[src/rtl/vdisp_pkg.sv]
package vdisp_pkg;
  localparam int unsigned BYTE_W    = 8;
  localparam int unsigned MAX_BYTES = 4;
  localparam int unsigned RAW_W     = BYTE_W * MAX_BYTES;

  typedef enum logic [1:0] {
    LC_NONE = 2'd0,
    LC_ONE  = 2'd1,
    LC_TWO  = 2'd2,
    LC_FOUR = 2'd3
  } lcode_t;
endpackage

[src/rtl/vdisp_prefix.sv]
module vdisp_prefix
  import vdisp_pkg::*;
(
  input  logic [BYTE_W-1:0] lead,
  output lcode_t            code,
  output logic [1:0]        extra
);
  // The length tag sits in the top bits of the leading byte
  always_comb begin
    if (!lead[BYTE_W-1]) begin
      code  = LC_ONE;
      extra = 2'd0;
    end else if (!lead[BYTE_W-2]) begin
      code  = LC_TWO;
      extra = 2'd1;
    end else begin
      code  = LC_FOUR;
      extra = 2'd3;
    end
  end
endmodule

[src/rtl/vdisp_collect.sv]
module vdisp_collect
  import vdisp_pkg::*;
(
  input  logic              clk,
  input  logic              rst,
  input  logic              flush,
  input  logic              take,
  input  logic [BYTE_W-1:0] byte_in,
  output logic              done,
  output logic [RAW_W-1:0]  raw,
  output lcode_t            code
);
  localparam int unsigned ACC_W = RAW_W - BYTE_W;

  logic             busy;
  logic [1:0]       left;
  logic [ACC_W-1:0] acc;
  lcode_t           code_q;
  lcode_t           pre_code;
  logic [1:0]       pre_extra;

  vdisp_prefix u_prefix (
    .lead  (byte_in),
    .code  (pre_code),
    .extra (pre_extra)
  );

  always_comb begin
    done = take && (busy ? (left == 2'd1) : (pre_extra == 2'd0));
    raw  = busy ? {acc, byte_in} : {{ACC_W{1'b0}}, byte_in};
    code = busy ? code_q : pre_code;
  end

  always_ff @(posedge clk) begin
    if (rst || flush) begin
      busy   <= 1'b0;
      left   <= 2'd0;
      acc    <= '0;
      code_q <= LC_NONE;
    end else if (take) begin
      if (!busy) begin
        acc    <= {{(ACC_W-BYTE_W){1'b0}}, byte_in};
        code_q <= pre_code;
        left   <= pre_extra;
        busy   <= (pre_extra != 2'd0);
      end else begin
        acc  <= {acc[ACC_W-BYTE_W-1:0], byte_in};
        left <= left - 2'd1;
        if (left == 2'd1) busy <= 1'b0;
      end
    end
  end
endmodule

[src/rtl/vdisp_extend.sv]
module vdisp_extend
  import vdisp_pkg::*;
#(
  parameter int unsigned OUT_W     = 32,
  parameter bit          RSV_CHECK = 1'b1
) (
  input  logic [RAW_W-1:0] raw,
  input  lcode_t           code,
  output logic [OUT_W-1:0] value,
  output logic             err
);
  localparam logic [RAW_W-1:0] RSV_PAT = {8'hE0, {(RAW_W-8){1'b0}}};

  logic [OUT_W-1:0] ext [3];

  // One sign-extended candidate per form: 7, 14 and 30 value bits
  for (genvar g = 0; g < 3; g++) begin : g_form
    localparam int unsigned VW = (g == 0) ? BYTE_W - 1 :
                                 (g == 1) ? 2*BYTE_W - 2 : RAW_W - 2;
    assign ext[g] = {{(OUT_W-VW){raw[VW-1]}}, raw[VW-1:0]};
  end

  always_comb begin
    case (code)
      LC_ONE:  value = ext[0];
      LC_TWO:  value = ext[1];
      LC_FOUR: value = ext[2];
      default: value = '0;
    endcase
  end

  if (RSV_CHECK) begin : g_rsv
    assign err = (code == LC_FOUR) && (raw == RSV_PAT);
  end else begin : g_norsv
    assign err = 1'b0;
  end
endmodule

[src/rtl/vdisp_decode.sv]
module vdisp_decode
  import vdisp_pkg::*;
#(
  parameter int unsigned OUT_W     = 32,
  parameter bit          RSV_CHECK = 1'b1
) (
  input  logic             clk,
  input  logic             rst,
  input  logic             flush,
  input  logic             in_valid,
  output logic             in_ready,
  input  logic [7:0]       in_byte,
  output logic             out_valid,
  input  logic             out_ready,
  output logic [OUT_W-1:0] out_value,
  output logic [1:0]       out_len,
  output logic             out_err
);
  logic             take;
  logic             done;
  logic [RAW_W-1:0] raw;
  lcode_t           code;
  logic [OUT_W-1:0] value_c;
  logic             err_c;

  assign in_ready = !flush && (!out_valid || out_ready);
  assign take     = in_valid && in_ready;

  vdisp_collect u_collect (
    .clk     (clk),
    .rst     (rst),
    .flush   (flush),
    .take    (take),
    .byte_in (in_byte),
    .done    (done),
    .raw     (raw),
    .code    (code)
  );

  vdisp_extend #(
    .OUT_W     (OUT_W),
    .RSV_CHECK (RSV_CHECK)
  ) u_extend (
    .raw   (raw),
    .code  (code),
    .value (value_c),
    .err   (err_c)
  );

  always_ff @(posedge clk) begin
    if (rst) begin
      out_valid <= 1'b0;
      out_value <= '0;
      out_len   <= 2'd0;
      out_err   <= 1'b0;
    end else if (done) begin
      out_valid <= 1'b1;
      out_value <= value_c;
      out_len   <= code;
      out_err   <= err_c;
    end else if (out_ready) begin
      out_valid <= 1'b0;
    end
  end
endmodule

[config.mk]
export PLATFORM = sky130hd
export DESIGN_NAME = vdisp_decode
export DESIGN_NICKNAME = d
export VERILOG_FILES = /design/src/rtl/vdisp_pkg.sv /design/src/rtl/vdisp_prefix.sv /design/src/rtl/vdisp_collect.sv /design/src/rtl/vdisp_extend.sv /design/src/rtl/vdisp_decode.sv
export SDC_FILE = /design/constraint.sdc
export NUM_CORES = 1
export LEC_CHECK = 0
export BUFFER_PORTS_ARGS = -buffer_cell sky130_fd_sc_hd__buf_2
export CORE_MARGIN = 3
export CORE_UTILIZATION = 55
export CTS_CLUSTER_SIZE = 25
export DETAILED_ROUTE_END_ITERATION = 10
export PLACE_DENSITY = 0.9
export SYNTH_ARGS = -nofsm -noshare
export SYNTH_HDL_FRONTEND = slang
export SYNTH_SLANG_ARGS = --single-unit
[constraint.sdc]
create_clock -name clk -period 2.4 [get_ports clk]
set_input_delay 0.12 -clock clk [delete_from_list [all_inputs] [get_ports clk]]
set_output_delay 0.12 -clock clk [all_outputs]
set_load 0.005 [all_outputs]
# Word-level counts from Yosys, hierarchy flattened
# Index checks and enable logic that the tools add are counted.
[op_classes] addsub=1 eq_ne=5 muxes=14 reduce_logical=11
[ops] cell="$pmux 32 s3" count=1
[ops] cell="$eq 32x32->1 const B" count=1
[ops] cell="$mux 32" count=1
[ops] cell="$mux 24" count=1
[ops] cell="$mux 2" count=5
[ops] cell="$mux 1" count=6
[ops] cell="$eq 2x1->1 const B" count=2
[ops] cell="$eq 2x2->1 const B" count=2
[ops] cell="$logic_and 1x1->1" count=4
[ops] cell="$reduce_bool 2->1" count=2
[ops] cell="$logic_not 1->1" count=2
[ops] cell="$logic_not 2->1" count=1
[ops] cell="$logic_or 1x1->1" count=2
[ops] cell="$sub 2x1->2 const B" count=1
[word_totals] ff_bits=65 inputBits=13 elab_cells=39

# Logic depth before layout (Yosys ltp)
# Gate-level depths: netlist of the first run.
[logic_depth] depth_word=6 ltp_mapped=7 mapped_depth_nobuf=6

# Hierarchy
# From an unflattened synthesis of the first run, not the netlist that was laid out.
[hier_totals] cells_unflattened=326 hier_area_um2=3121.7
[by_module_without_submodules] mod="vdisp_collect" n_inst=1 cells_per_inst=144 area_each_um2=1385.1 seq_area_each_um2=580.6
[by_module_without_submodules] mod="vdisp_decode" n_inst=1 cells_per_inst=118 area_each_um2=1318.8 seq_area_each_um2=720.7
[by_module_without_submodules] mod="vdisp_extend" n_inst=1 cells_per_inst=60 area_each_um2=390.4 seq_area_each_um2=0.0
[by_module_without_submodules] mod="vdisp_prefix" n_inst=1 cells_per_inst=4 area_each_um2=27.5 seq_area_each_um2=0.0

# Worst setup path before layout of the first run
# No wires, ideal clock.
[synth_timing] path_type="register to register" startpoint="register u_collect.acc[0]" endpoint="register out_err" setup_ps=59 t_arrival_ps=1316 t_required_ps=2341 path_slack_ps=1026 stages_incl_launch_ff=5 path_buffers=0 cell_sequence="dfxtp_1 -> or4_1 -> nor4_1 -> and4_1 -> a31o_1"
[synth_between] elab_chain_len=3
[synth_lines] element="from (decl)" line="vdisp_collect.sv:17" rtl="logic [ACC_W-1:0] acc;"
[synth_lines] element="from (signal assigned)" line="vdisp_collect.sv:42" rtl="acc <= {{(ACC_W-BYTE_W){1'b0}}, byte_in};"
[synth_lines] element="from (signal assigned)" line="vdisp_collect.sv:47" rtl="acc <= {acc[ACC_W-BYTE_W-1:0], byte_in};"
[synth_lines] element="$mux 32" line="vdisp_collect.sv:30" rtl="raw = busy ? {acc, byte_in} : {{ACC_W{1'b0}}, byte_in};"
[synth_lines] element="$eq 32x32->1" line="vdisp_extend.sv:33" rtl="assign err = (code == LC_FOUR) && (raw == RSV_PAT);"
[synth_lines] element="$logic_and 1x1->1" line="vdisp_extend.sv:33"
[synth_lines] element="to (signal assigned)" line="vdisp_decode.sv:60" rtl="out_err <= err_c;"
[synth_lines] element="to (decl)" line="vdisp_decode.sv:17" rtl="output logic out_err"
# No other way between the ends.
# A chain may end at the register's enable or synchronous reset.

# Final worst setup path of the first run
[layout_timing] startpoint="register u_collect.code_q[0]" endpoint="register out_value[4]"
[layout_between] elab_chain_len=3 elab_cells_between_ends=5 cone_classes="3 x eq/ne; 2 x mux"
[layout_lines] element="from (decl)" line="vdisp_collect.sv:18" rtl="lcode_t code_q;"
[layout_lines] element="from (signal assigned)" line="vdisp_collect.sv:43" rtl="code_q <= pre_code;"
[layout_lines] element="$mux 2 (*)"
[layout_lines] element="$eq 2x2->1 or $eq 2x1->1 (tied branches)" line="vdisp_extend.sv:24" rtl="case (code)"
[layout_lines] element="$pmux 32 s3 (*)" line="vdisp_extend.sv:24"
[layout_lines] element="to (signal assigned)" line="vdisp_decode.sv:58" rtl="out_value <= value_c;"
[layout_lines] element="to (decl)" line="vdisp_decode.sv:15" rtl="output logic [OUT_W-1:0] out_value,"
# Every way passes the cells marked *; elsewhere a longest branch is shown, timed or not.

==> flow_summary.yaml, run 1 <==
outcome:
  status: "finished, final reports clean"
drt:
  antenna_left: 0
  wl_microns: 6540
  drt_pass1_iterations: 5
  wl_per_cell_microns: 15.4
  drt_first_iter_violations: 249
  drc: 0
  via_count: 2531
  viasPerCell: 5.97
clock_tree:
  cts_tree: "done"
  cts_htree_levels: 3
  cts_resized: 0
  numCtsBuffers: 9
  clockBufferDepth: 2
  clk_latency_ns: 0.34
  post-cts-setup-buffers: 0
  path_clk_slew_ns: 0.06
  cts_root_buffer: "clkbuf_8"
  hold_buffers: 0
  clock_sinks: 63
global_routing:
  grt_max_degree: 39
  grt_overflow: 0
  grt_pass1_wl_microns: 10300
  grt_pass1_vias: 2277
  antenna_found_initial: 0
  grt_use_total_pct: 23.9
placed_design:
  portBuffers: 49
  place_congestion: 0.943
  dp.cells: 410
  dp_hpwl_microns: 4410
floorplanning:
  rows: 24
  coreArea_sq_um: 4500
  ioPinCount: 50
  start_util_pct: 59.1
  dieWidth_microns: 75.5
  dieArea_sq_um: 5710
  die_h_microns: 75.5
timing:
  finalClockSkew_ns: 0.00632
  rsz0062_at_grt: "false"
  finalSetupViolCount: 0
  hold_ws_ns: 0.0469
  slew_headroom_pct: 60.9
  finalCritPeriodShare_pct: 78.9
  hold_viol_final: 0
  drv_slew: 0
  worst_pin_slew_ns: 0.586
  fmax_mhz: 528
  setup-tns-final_ns: 0
  fin_crit_ns: 1.89
hold_path:
  hold_class: "primary input to flop"
worst_setup_path:
  crit_type: "flop to flop"
  cp-start-kind: "flop"
  cp-end-kind: "flop"
  crit_required_ns: 2.67
  cp.arrival_ns: 2.17
  critical_path.max_fanout: 25
synth:
  ys.flop_type: "dfxtp_1"
  synthCells: 332
  synthArstFlopShare_pct: 0
  synth_commonest_cells: "64 x nand2_1, 63 x dfxtp_1, 51 x a21oi_1"
  synth_cell_type_count: 40
  ys.warnings.count: 0
  synthMostInstantiatedCell: "nand2_1"
  synth_top_area_share_pct: 47.4
  synth_nets: 346
  seq_area_frac_synth_pct: 47.4
  avgSynthCellArea_sq_um: 8.01
  syn_area_sq_um: 2660
  synth_edf_count: 0
  synthTopCellsByArea: "dfxtp_1 47%, a21oi_1 9.6%, nand2_1 9.0%"
  yosysTopAreaCell: "dfxtp_1"
  yosys_register_bits: 63
power_and_ir_drop:
  power.density_nw_per_um2: 660
  vdd_drop_max_v: 0.000469
  power.leakage_nw: 1.28
  power_mw: 2.01
layout:
  final_util_pct: 67.6
  fin_cells: 424
  fillers: 394
  nNetsFinal: 383
  layout-drive-gt1-share_pct: 19.1
  area_growth_pct: 14.4
  antenna_cells: 0
job:
  max_cap_violations: 0
==> path summary, 6_finish.rpt <==
check | start | endpoint | slack, ns | cells after the start
max | u_collect.code_q[0]$_SDFFE_PP0P_ | out_value[4]$_SDFFE_PP0P_ | 0.51 | 5
min | in_byte[1] | u_collect.acc[1]$_SDFFE_PP0P_ | 0.05 | 3
max reg2reg | u_collect.code_q[0]$_SDFFE_PP0P_ | out_value[4]$_SDFFE_PP0P_ | 0.51 | 5
min reg2reg | out_value[7]$_SDFFE_PP0P_ | out_value[7]$_SDFFE_PP0P_ | 0.45 | 2
==> sequential cells by signal, indices dropped and copies added, names as in the netlist <==
name,flops
out_value,30
u_collect.acc,24
out_len,2
u_collect.code_q,2
u_collect.left,2
out_err,1
out_valid,1
u_collect.busy,1
==> cell usage in the layout, fill, tap and decap left out, drive strengths merged, types with 2 or more instances in the layout <==
| master | n |
|---|---|
| and3 | 22 |
| a22oi | 7 |
| clkbuf | 13 |
| nor2 | 14 |
| buf | 55 |
| nand4b | 2 |
| nand3 | 17 |
| nor4 | 3 |
| nand2 | 64 |
| nand2b | 4 |
| a311oi | 2 |
| inv | 3 |
| and2 | 2 |
| dfxtp | 63 |
| a211oi | 3 |
| o41ai | 2 |
| o21ai | 24 |
| a21oi | 51 |
| o211a | 3 |
| or4 | 3 |
| nor2b | 2 |
==> through the flow <==
step                instance area [sq um]  worst slack, ns
global placement                     2880            0.663
detailed placement                   2880            0.540
global route                         3040            0.349
CTS                                  3040            0.515
finish                               3040            0.507
floorplan                            2660             1.03
==> critical path: stages (launching register included) <==
cell	delay, ns
dfxtp_1	0.64
o211a_1	0.24
o211a_1	0.52
buf_4	0.25
a22oi_1	0.07
nor2_1	0.11
==> power breakdown <==
group | leakage [nW] | switching (mW) | total, mW | internal [mW]
Clock | 0.0854 | 0.364 | 0.782 | 0.418
Combinational | 0.690 | 0.0950 | 0.145 | 0.0496
Sequential | 0.510 | 0.0153 | 1.08 | 1.07
==> routing by layer <==
metal | global-route usage (%) | up-vias | part of all wire (%)
li1 | - | 1232 | -
met1 | 30.7 | 1163 | 43
met2 | 37.8 | 109 | 46
met3 | 5.01 | 27 | 7.3
met4 | 12.4 | 0 | 3.0
met5 | 0 | - | 0
==> area by class of cell <==
type | count | area [sq um] | share of cell area [%]
Sequential cell | 63 | 1260 | 41.4
Multi-Input combinational cell | 237 | 1250 | 41.1
Timing Repair Buffer | 55 | 290 | 9.54
Clock buffer | 13 | 159 | 5.22
Tap cell | 52 | 65.1 | 2.14
Inverter | 3 | 11.3 | 0.370
Clock inverter | 1 | 5.00 | 0.164
==> logic make-up (layout without fill, tap and decap cells) <==
logic type / count (synthesis) / in the layout / share of synthesized area [%]
AOI/OAI and AO/OA: 96 / 96 / 20.8
and+or+nand+nor: 139 / 139 / 25.4
DFF: 63 / 63 / 47.4
buffers and inverters: 32 / 72 / 5.55
adders and majority gates: 1 / 1 / 0.470
muxes: 1 / 1 / 0.376
Power figures use the tool's default switching activity.
==> inputs of run 2 (changes only) <==
--- a/config.mk
+++ b/config.mk
@@ -7,10 +7,10 @@
 export LEC_CHECK = 0
 export BUFFER_PORTS_ARGS = -buffer_cell sky130_fd_sc_hd__buf_2
 export CORE_MARGIN = 3
-export CORE_UTILIZATION = 55
+export CORE_UTILIZATION = 49
 export CTS_CLUSTER_SIZE = 25
 export DETAILED_ROUTE_END_ITERATION = 10
-export PLACE_DENSITY = 0.9
+export PLACE_DENSITY = 0.86
 export SYNTH_ARGS = -nofsm -noshare
 export SYNTH_HDL_FRONTEND = slang
 export SYNTH_SLANG_ARGS = --single-unit
==> constraint.sdc (replaced) <==
create_clock -name clk -period 1.67 [get_ports clk]
set_input_delay 0.0835 -clock clk [delete_from_list [all_inputs] [get_ports clk]]
set_output_delay 0.0835 -clock clk [all_outputs]
set_load 0.005 [all_outputs]
==> run 2 against run 1 <==
Compared with the run above:
- routed wire length rose by 3.4%
- highest routed layer unchanged
- critical endpoint is now out_err$_SDFFE_PP0P_
- clock skew rose by 0.00080 ns
- fmax rose by 23%
- sequential power rose by 44%
- clock power rose by 87%
- via count rose by 1.9%
- critical path type unchanged
- sequential share of layout area fell by 1.9 points
==> flow_summary.yaml, run 2 (synthesized netlist as in run 1, its figures left out) <==
global_routing:
  grt_pass1_wl_microns: 11100
  grt_pass1_vias: 2343
  grt_max_degree: 31
  antenna_found_initial: 0
  grt_use_total_pct: 22.4
  grt_overflow: 0
floorplanning:
  rows: 26
  start_util_pct: 51.4
  ioPinCount: 50
  coreArea_sq_um: 5170
  dieWidth_microns: 79.7
  dieArea_sq_um: 6350
  die_h_microns: 79.7
outcome:
  status: "finished, final reports clean"
worst_setup_path:
  critical_path.top_delay_family: "simple AND/OR/NAND/NOR gates"
  crit_chain: "or4_1 > nor4_2 > and4_1 > a31o_1"
  crit_required_ns: 1.95
  crit_type: "flop to flop"
  rrSetupSlack_ns: 0.14
  cp-start-kind: "flop"
  slowest_delay_ns: 0.54
  cp-startpoint: "u_collect.acc[0]$_SDFFE_PP0P_"
  r2r-start: "u_collect.acc[0]$_SDFFE_PP0P_"
  crit_buf_inv: 0
  critical_path.max_fanout: 4
  cp.arrival_ns: 1.82
  cp-end-kind: "flop"
  critPathSlowestCell: "or4_1"
timing:
  fin_crit_ns: 1.53
  finalClockSkew_ns: 0.00712
  rsz0062_at_grt: "false"
  worst_pin_slew_ns: 0.544
  finalCritPeriodShare_pct: 91.9
  slew_headroom_pct: 63.7
  finalSetupViolCount: 0
  setup-tns-final_ns: 0
  hold_viol_final: 0
  fmax_mhz: 652
  drv_slew: 0
layout:
  final_util_pct: 61.7
  fin_cells: 449
  fillers: 444
  final_cell_mix: "64 x nand2_1, 61 x dfxtp_1, 51 x a21oi_1, 49 x buf_2, 22 x and3_1"
  area_growth_pct: 20.0
  largest-register: "out_value"
  layout_commonest_cell: "nand2_1"
  final_cell_area_sq_um: 3190
  reg.largest.list: "out_value (30), u_collect.acc (24)"
  nNetsFinal: 388
  largest_register_ffs: 30
  antenna_cells: 0
  multiInputGateArea_sq_um: 1260
  regArea_sq_um: 1260
  layout-drive-gt1-share_pct: 21.9
clock_tree:
  clk_latency_ns: 0.34
  cts_root_buffer: "clkbuf_8"
  cts_htree_levels: 3
  cts_tree: "done"
  numCtsBuffers: 9
  clockBufferDepth: 2
  clock_sinks: 63
  path_clk_slew_ns: 0.07
power_and_ir_drop:
  combPwrFrac_pct: 6.7
  power.leakage_nw: 1.35
  p_sw_uw: 733
  power.density_nw_per_um2: 1010
  share_seq_of_total_power_pct: 48.0
  internal_power_mw: 2.50
  vdd_drop_max_v: 0.000494
  sw_frac_of_total_pct: 22.7
  power_frac_clock_pct: 45.3
drt:
  route.met3.wl_microns: 407
  top_layer: "met4"
  drc: 0
  wl_met1_microns: 2820
  met2WireLength_microns: 3390
  viasPerCell: 5.74
  via_count: 2579
  antenna_left: 0
  wl_per_cell_microns: 15.1
  drt_pass1_iterations: 5
  drt_first_iter_violations: 308
  wl_microns: 6760
hold_path:
  worstHoldStart: "in_byte[5]"
  hold_class: "primary input to flop"
job:
  max_cap_violations: 0
placed_design:
  dp_hpwl_microns: 4510
  dp.cells: 432
  dpl_cell_area_sq_um: 2940
  place_congestion: 0.865
  portBuffers: 49
==> run 2: changes by cell type in the layout (fill, tap and decap cells not counted), moves of 2 or more <==
cell / before / now
buf_4: 6 / 9
clkbuf_1: 2 / 0
clkbuf_8: 11 / 14
dfxtp_1: 63 / 61
dfxtp_2: 0 / 2
==> run 2: worst paths after layout <==
check,cells past startpoint,endpoint
worst max-delay path,4,out_err$_SDFFE_PP0P_
worst min-delay path,3,u_collect.acc[5]$_SDFFE_PP0P_
worst max register to register,4,out_err$_SDFFE_PP0P_
worst min register to register,2,out_value[13]$_SDFFE_PP0P_
==> run 2: power groups by stage <==
stage	sequential, mW	clock, mW	combinational [mW]
after floorplan	1.58	0	0.136
after global routing	1.55	1.55	0.243
after global placement	1.58	0	0.205
final	1.55	1.46	0.218
after CTS	1.55	1.46	0.214
after detailed placement	1.58	0	0.211
==> run 2: stage by stage <==
step	power, mW	hold slack, ns	setup slack, ns
6_report	3.23	0.00716	0.135
4_1_cts	3.23	0.00419	0.0773
5_1_grt	3.34	0.0108	0.00168
2_1_floorplan	1.72	0.198	0.296
3_3_place_gp	1.79	0.351	0.219
3_5_place_dp	1.79	0.352	0.178
==> run 2: timing repair <==
| action | 4_1_cts | 5_1_grt |
|---|---|---|
| endpoints found under the hold margin | 1 | 0 |
| endpoints found under the setup margin | 0 | 10 |
| buffers inserted | 0 | 0 |
| hold buffers | 1 | 0 |
| resized for setup | 0 | 4 |
==> run 2: final cells by class <==
type,instances,area share (%)
Clock inverter,2,1.10
Timing Repair Buffer,60,10.7
Multi-Input combinational cell,237,39.5
Inverter,3,0.353
Tap cell,70,2.74
Clock buffer,14,6.03
Sequential cell,63,39.6
==> run 2: worst reg2reg max path: stages (launching register included) <==
cell and delay (ns):
dfxtp_1 0.34, or4_1 0.54, nor4_2 0.26, and4_1 0.21, a31o_1 0.14
==> run 2: routing by layer <==
layer | vias up | GRT usage, %
met2 | 104 | 37.3
met5 | - | 0
met4 | 0 | 9.97
li1 | 1241 | -
met3 | 14 | 4.63
met1 | 1220 | 27.8
